### src/rtl/thr_gate_pkg.sv
package thr_gate_pkg;

  typedef enum logic {
    GATE_ACQ = 1'b0,
    GATE_MON = 1'b1
  } gate_mode_e;

endpackage

### src/rtl/thr_spi_rx.sv
module thr_spi_rx #(
  parameter int ADDR_W = 8,
  parameter int MAG_W  = 9,
  localparam int FRAME_W = ADDR_W + MAG_W,
  localparam int CNT_W   = $clog2(FRAME_W + 1)
) (
  input  logic              clk,
  input  logic              rst_n,
  input  logic              spi_sclk,
  input  logic              spi_cs_n,
  input  logic              spi_mosi,
  output logic              wr_en,
  output logic [ADDR_W-1:0] wr_addr,
  output logic [MAG_W-1:0]  wr_data
);

  logic [2:0]         sclk_s;
  logic [1:0]         cs_s;
  logic [1:0]         mosi_s;
  logic [FRAME_W-2:0] shreg;
  logic [CNT_W-1:0]   cnt;
  logic               sclk_rise;
  logic               sel;
  logic [FRAME_W-1:0] frame_full;

  assign sclk_rise  = sclk_s[1] & ~sclk_s[2];
  assign sel        = ~cs_s[1];
  assign frame_full = {shreg, mosi_s[1]};

  always_ff @(posedge clk or negedge rst_n) begin
    if (!rst_n) begin
      sclk_s <= '0;
      cs_s   <= 2'b11;
      mosi_s <= '0;
    end else begin
      sclk_s <= {sclk_s[1:0], spi_sclk};
      cs_s   <= {cs_s[0], spi_cs_n};
      mosi_s <= {mosi_s[0], spi_mosi};
    end
  end

  always_ff @(posedge clk or negedge rst_n) begin
    if (!rst_n) begin
      shreg <= '0;
      cnt   <= '0;
    end else if (!sel) begin
      cnt <= '0;
    end else if (sclk_rise && (cnt < CNT_W'(FRAME_W))) begin
      shreg <= frame_full[FRAME_W-2:0];
      cnt   <= cnt + 1'b1;
    end
  end

  always_ff @(posedge clk or negedge rst_n) begin
    if (!rst_n) begin
      wr_en   <= 1'b0;
      wr_addr <= '0;
      wr_data <= '0;
    end else begin
      wr_en <= sel && sclk_rise && (cnt == CNT_W'(FRAME_W - 1));
      if (sel && sclk_rise && (cnt == CNT_W'(FRAME_W - 1))) begin
        wr_addr <= frame_full[FRAME_W-1:MAG_W];
        wr_data <= frame_full[MAG_W-1:0];
      end
    end
  end


  wr_single_chk: assert property (@(posedge clk) disable iff (!rst_n)
    wr_en |=> !wr_en);


  bit_count_bound_chk: assert property (@(posedge clk) disable iff (!rst_n)
    cnt <= CNT_W'(FRAME_W));


  deselect_clears_chk: assert property (@(posedge clk) disable iff (!rst_n)
    !sel |=> (cnt == '0) && !wr_en);

endmodule

### src/rtl/thr_bank.sv
module thr_bank #(
  parameter int DEPTH  = 160,
  parameter int ADDR_W = 8,
  parameter int MAG_W  = 9
) (
  input  logic              clk,
  input  logic              rst_n,
  input  logic              wr_en,
  input  logic [ADDR_W-1:0] wr_addr,
  input  logic [MAG_W-1:0]  wr_data,
  input  logic [ADDR_W-1:0] rd_addr,
  output logic [MAG_W-1:0]  rd_thr
);

  logic [MAG_W-1:0] entry [DEPTH];

  for (genvar gi = 0; gi < DEPTH; gi++) begin : g_entry
    always_ff @(posedge clk or negedge rst_n) begin
      if (!rst_n)
        entry[gi] <= '0;
      else if (wr_en && (int'(wr_addr) == gi))
        entry[gi] <= wr_data;
    end
  end

  always_comb begin
    rd_thr = '0;
    if (int'(rd_addr) < DEPTH)
      rd_thr = entry[rd_addr];
  end


  write_lands_chk: assert property (@(posedge clk) disable iff (!rst_n)
    (wr_en && (int'(wr_addr) < DEPTH)) |=> entry[$past(wr_addr)] == $past(wr_data));


  read_range_chk: assert property (@(posedge clk) disable iff (!rst_n)
    (int'(rd_addr) >= DEPTH) |-> (rd_thr == '0));

endmodule

### src/rtl/thr_gate_stage.sv
module thr_gate_stage #(
  parameter int MAG_W = 9,
  parameter int CH_W  = 5,
  parameter int BD_W  = 3,
  localparam int COEF_W = MAG_W + 1
) (
  input  logic                    clk,
  input  logic                    rst_n,
  input  thr_gate_pkg::gate_mode_e mode,
  input  logic [MAG_W-1:0]        thr,
  input  logic                    in_valid,
  output logic                    in_ready,
  input  logic [COEF_W-1:0]       in_data,
  input  logic [CH_W-1:0]         in_chan,
  input  logic [BD_W-1:0]         in_band,
  output logic                    out_valid,
  input  logic                    out_ready,
  output logic [COEF_W-1:0]       out_data,
  output logic [CH_W-1:0]         out_chan,
  output logic [BD_W-1:0]         out_band
);

  import thr_gate_pkg::*;

  logic accept;
  logic kill;

  assign in_ready = !out_valid || out_ready;
  assign accept   = in_valid && in_ready;
  assign kill     = (mode == GATE_ACQ) && (in_data[MAG_W-1:0] < thr);

  always_ff @(posedge clk or negedge rst_n) begin
    if (!rst_n) begin
      out_valid <= 1'b0;
      out_data  <= '0;
      out_chan  <= '0;
      out_band  <= '0;
    end else begin
      if (accept) begin
        out_valid <= 1'b1;
        out_data  <= kill ? '0 : in_data;
        out_chan  <= in_chan;
        out_band  <= in_band;
      end else if (out_ready) begin
        out_valid <= 1'b0;
      end
    end
  end


  stall_hold_chk: assert property (@(posedge clk) disable iff (!rst_n)
    (out_valid && !out_ready) |=> out_valid && $stable(out_data)
                                  && $stable(out_chan) && $stable(out_band));


  one_cycle_tag_chk: assert property (@(posedge clk) disable iff (!rst_n)
    (in_valid && in_ready) |=> out_valid && (out_chan == $past(in_chan))
                               && (out_band == $past(in_band)));


  monitor_raw_chk: assert property (@(posedge clk) disable iff (!rst_n)
    (in_valid && in_ready && (mode == GATE_MON)) |=> out_data == $past(in_data));


  pass_or_zero_chk: assert property (@(posedge clk) disable iff (!rst_n)
    (in_valid && in_ready) |=> (out_data == $past(in_data)) || (out_data == '0));

endmodule

### src/rtl/thr_gate_top.sv
module thr_gate_top #(
  parameter int N_CHAN  = 32,
  parameter int N_LEVEL = 4,
  parameter int MAG_W   = 9,
  localparam int N_BAND = N_LEVEL + 1,
  localparam int DEPTH  = N_CHAN * N_BAND,
  localparam int ADDR_W = $clog2(DEPTH),
  localparam int CH_W   = (N_CHAN > 1) ? $clog2(N_CHAN) : 1,
  localparam int BD_W   = $clog2(N_BAND),
  localparam int COEF_W = MAG_W + 1
) (
  input  logic              clk,
  input  logic              rst_n,
  input  logic              mode_mon,
  input  logic              spi_sclk,
  input  logic              spi_cs_n,
  input  logic              spi_mosi,
  input  logic              in_valid,
  output logic              in_ready,
  input  logic [COEF_W-1:0] in_data,
  input  logic [CH_W-1:0]   in_chan,
  input  logic [BD_W-1:0]   in_band,
  output logic              out_valid,
  input  logic              out_ready,
  output logic [COEF_W-1:0] out_data,
  output logic [CH_W-1:0]   out_chan,
  output logic [BD_W-1:0]   out_band
);

  import thr_gate_pkg::*;

  logic              wr_en;
  logic [ADDR_W-1:0] wr_addr;
  logic [MAG_W-1:0]  wr_data;
  logic [ADDR_W-1:0] rd_addr;
  logic [MAG_W-1:0]  rd_thr;
  logic [MAG_W-1:0]  thr_eff;
  logic              band_ok;
  gate_mode_e        mode;

  assign mode    = mode_mon ? GATE_MON : GATE_ACQ;
  assign band_ok = int'(in_band) < N_BAND;
  assign rd_addr = ADDR_W'(int'(in_chan) * N_BAND + int'(in_band));
  assign thr_eff = band_ok ? rd_thr : '0;

  thr_spi_rx #(.ADDR_W(ADDR_W), .MAG_W(MAG_W)) u_spi (
    .clk      (clk),
    .rst_n    (rst_n),
    .spi_sclk (spi_sclk),
    .spi_cs_n (spi_cs_n),
    .spi_mosi (spi_mosi),
    .wr_en    (wr_en),
    .wr_addr  (wr_addr),
    .wr_data  (wr_data)
  );

  thr_bank #(.DEPTH(DEPTH), .ADDR_W(ADDR_W), .MAG_W(MAG_W)) u_bank (
    .clk     (clk),
    .rst_n   (rst_n),
    .wr_en   (wr_en),
    .wr_addr (wr_addr),
    .wr_data (wr_data),
    .rd_addr (rd_addr),
    .rd_thr  (rd_thr)
  );

  thr_gate_stage #(.MAG_W(MAG_W), .CH_W(CH_W), .BD_W(BD_W)) u_gate (
    .clk       (clk),
    .rst_n     (rst_n),
    .mode      (mode),
    .thr       (thr_eff),
    .in_valid  (in_valid),
    .in_ready  (in_ready),
    .in_data   (in_data),
    .in_chan   (in_chan),
    .in_band   (in_band),
    .out_valid (out_valid),
    .out_ready (out_ready),
    .out_data  (out_data),
    .out_chan  (out_chan),
    .out_band  (out_band)
  );


  band_oob_zero_chk: assert property (@(posedge clk) disable iff (!rst_n)
    !band_ok |-> (thr_eff == '0));


  ready_under_stall_chk: assert property (@(posedge clk) disable iff (!rst_n)
    (out_valid && !out_ready) |-> !in_ready);

endmodule

### config.mk
export PLATFORM = sky130hd
export DESIGN_NAME = thr_gate_top
export DESIGN_NICKNAME = d
export VERILOG_FILES = /design/src/rtl/thr_gate_pkg.sv /design/src/rtl/thr_spi_rx.sv /design/src/rtl/thr_bank.sv /design/src/rtl/thr_gate_stage.sv /design/src/rtl/thr_gate_top.sv
export SDC_FILE = /design/constraint.sdc
export NUM_CORES = 2
export LEC_CHECK = 0
export BUFFER_PORTS_ARGS = -buffer_cell sky130_fd_sc_hd__buf_2
export CAP_MARGIN = 5
export CELL_PAD_IN_SITES_DETAIL_PLACEMENT = 1
export CELL_PAD_IN_SITES_GLOBAL_PLACEMENT = 1
export CORE_UTILIZATION = 45
export DETAILED_ROUTE_END_ITERATION = 6
export HOLD_SLACK_MARGIN = 0.15
export PLACE_DENSITY_LB_ADDON = 0.12
export SLEW_MARGIN = 20
export SYNTH_ARGS = -nofsm -noshare
export SYNTH_HDL_FRONTEND = slang
export SYNTH_SLANG_ARGS = --single-unit
### constraint.sdc
create_clock -name clk -period 4 [get_ports clk]
set_input_delay 0 -clock clk [delete_from_list [all_inputs] [get_ports clk]]
set_output_delay 0 -clock clk [all_outputs]
set_load 0.005 [all_outputs]
==> results.json <==
{
  "synth_area_per_cell_um2": 16.1,
  "cts_root_buf": "clkbuf_16",
  "min_path_type": "in2reg",
  "dp_cells": 6447,
  "routed_via_density": 5.94,
  "antenna_left": 0,
  "synth_edf_count": 0,
  "finalNetCount": 4706,
  "cts_tree": "done",
  "cp-start-kind": "primary input",
  "violations": "setup timing",
  "dieArea_um2": 155000,
  "min_period_ps": 4160,
  "fin_hold_ws_ps": 307,
  "die_w_um": 393,
  "cts.sinks": 1505,
  "insertion_delay_ps": 810,
  "grt-ovfl-total": 0,
  "grt_pass1_wl_um": 309000,
  "crit_chain": "buf_12 > ha_4 > ha_4 > inv_2 > fa_4 > clkbuf_16 > buf_4 > buf_4 > mux4_2 > nand2_1 > nand3_1 > nand2_1 > o32a_1 > ha_1 > a21o_1 > a21o_1 > a21o_1 > a21o_1 > a21oi_4 > buf_6 > o21ai_4 > a31oi_1 > o21ai_1",
  "path_buf_inv": 6,
  "synth_cells": 4275,
  "yosys_warnings": 0,
  "crit_family": "adder cells",
  "hpwl_um": 134000,
  "grtUsageTotal": 0.273,
  "cts.path.max_buffers": 3,
  "synth_area_leaders": "dfrtp_1 55%, mux2_2 24%, mux4_2 13%",
  "drc": 0,
  "synthArstFlopShare": 1.00,
  "yosysMostFrequentCell": "dfrtp_1",
  "p_leak_nw": 39.0,
  "max_stage_delay_ps": 910,
  "totalWireLength_um": 205000,
  "vias": 40521,
  "worst-path-max-fanout": 16,
  "drive_gt1_frac": 0.559,
  "setup_viol": 10,
  "finClkSkew_ps": 20.2,
  "clkTransAtPathRegs_ps": 60,
  "ff2ff_setup_slack_ps": 10,
  "max_freq_mhz": 240,
  "multi_input_area_um2": 30000,
  "critPathRequiredTime_ps": 4680,
  "stdcell_count": 6826,
  "rsz0062_at_grt": "yes",
  "cts_buffers": 169,
  "synth_ff_type": "dfrtp_1",
  "htreeDepth": 4,
  "core-area_um2": 152000,
  "portBuffers": 45,
  "max-cap-violations": 0,
  "path_class": "in2reg",
  "ys_types": 61,
  "dr.pass1.iters": 6,
  "drv_slew": 0,
  "power_density_nw_per_um2": 442,
  "crit_top_cell": "a21o_1",
  "start_util": 0.453,
  "worstMarginPinSlew_ps": 1170,
  "row_count": 143,
  "grt_pass1_vias": 43455,
  "setup_slack_ps": -159,
  "crit_path_end_kind": "register",
  "syn-cell-area_um2": 68900,
  "arrival_ps": 4840,
  "synth_nets": 4327,
  "min_period_over_period": 1.04,
  "die_height_um": 393,
  "antenna_found_initial": 6,
  "fillers": 13956,
  "areaGrowthSynthToFinish_pct": 17.5,
  "drt_first_iter_violations": 2603,
  "status": "finished, violations left",
  "regArea_um2": 37700,
  "cp_slowest_cell": "fa_4",
  "pre_cts_ws_ps": -853,
  "relSlewSlack": 0.217,
  "grt_max_degree": 124,
  "routedWlPerCell_um": 30.1,
  "ir_drop_v": 0.000350,
  "ys_ff_latch": 1505,
  "yosysSeqAreaShare": 0.547,
  "synthTopCellsByCount": "1503 x dfrtp_1, 1486 x mux2_2, 407 x mux4_2, 223 x clkbuf_1, 151 x nand2_1",
  "yosys.area.top_type": "dfrtp_1",
  "ios": 46,
  "synth_top_area_frac": 0.546,
  "hold_viol_final": 0,
  "place.gp.congestion": 0.882
}
cells by family (layout without fill, tap and decap cells):
group                      count (synthesis)  in the layout  share of synthesized area
other                                      0              1                          0
xor gates and xnor gates                  10             10                    0.00138
and+or+nand+nor                          386            386                     0.0245
AOI/OAI and AO/OA                         88             89                    0.00899
buffers and inverters                    314            833                     0.0211
muxes                                   1946           1946                      0.392
adders and majority gates                 26             26                    0.00483
DFF                                     1505           1505                      0.547
sequential cells by signal (all words and copies together), names as in the netlist:
name	cells
u_gate.out_chan	5
u_spi.sclk_s	3
u_spi.cs_s	2
u_gate.out_data	10
u_spi.mosi_s	2
u_gate.out_valid	1
u_bank.entry	1440
u_spi.shreg	16
u_spi.wr_en	1
u_gate.out_band	3
u_spi.cnt	5
u_spi.wr_addr	8
u_spi.wr_data	9
area by class of cell:
type	instances	share of cell area
Antenna cell	1	0.0000309
Clock buffer	248	0.0625
Clock inverter	64	0.0116
Inverter	7	0.000325
Multi-Input combinational cell	2457	0.371
Sequential cell	1505	0.466
Tap cell	2030	0.0314
Timing Repair Buffer	514	0.0573
metal layers:
metal / part of all wire / track usage / up-vias
met5: 0 / 0 / -
met4: 0.020 / 0.0628 / 0
met3: 0.045 / 0.0412 / 238
met2: 0.47 / 0.420 / 847
met1: 0.47 / 0.408 / 22617
li1: - / - / 16819
path summary, 6_finish.rpt:
path / startpoint / to / cells after the start
setup / recovery: in_chan[0] / u_gate.out_data[4]$_DFFE_PN0P_ / 23
hold / removal: mode_mon / u_gate.out_data[3]$_DFFE_PN0P_ / 6
setup reg to reg: u_bank.entry[1355]$_DFFE_PN0P_ / u_gate.out_data[4]$_DFFE_PN0P_ / 15
hold reg to reg: u_spi.sclk_s[0]$_DFF_PN0_ / u_spi.sclk_s[1]$_DFF_PN0_ / 0
max in group asynchronous: rst_n / u_spi.wr_data[4]$_DFFE_PN0P_ / 4
min in group asynchronous: rst_n / u_bank.entry[400]$_DFFE_PN0P_ / 4
power breakdown:
group / internal, mW / switching, mW / leakage [nW]
clock network: 10.0 / 6.61 / 2.96
logic: 1.68 / 2.13 / 15.0
registers: 15.3 / 0.0561 / 21.0
layout by cell type, fill, tap and decap left out, types with 27 or more instances in the layout:
cell	synthesis	layout
nand2_1	151	150
mux2_2	1486	1485
nor2_1	132	129
buf_2	44	42
clkbuf_16	0	174
mux4_1	35	35
buf_4	11	355
clkbuf_8	0	47
dfrtp_1	1503	1494
dlygate4sd3_1	0	57
clkinv_2	0	27
buf_12	4	54
clkbuf_1	223	29
mux4_2	407	407
per-stage QoR:
step                      total power [mW]  area [µm²]  setup TNS, ps   util
after CTS                             36.0       80700              0  0.532
after floorplan                       17.4       69000           -847      -
after global placement                19.2       74100          -7970  0.488
final                                 35.8       80900          -1070  0.533
after global routing                  37.0       80900          -1540  0.533
after detailed placement              19.2       74100          -8440  0.488
repair_timing:
action,in CTS,in global routing
gates resized for setup,3,20
endpoints found under the setup margin,10,10
gates cloned,0,3
endpoints found under the hold margin,1377,0
pin swaps,1,9
buffers inserted,2,3
hold buffers,58,0
worst min-delay path, cell delays in order:
cell	delay, ps
dlygate4sd3_1	540
buf_2	190
a211oi_4	90
o21ai_4	90
a31oi_1	80
o21ai_1	70
No activity file was read; power rests on OpenSTA's default activity.
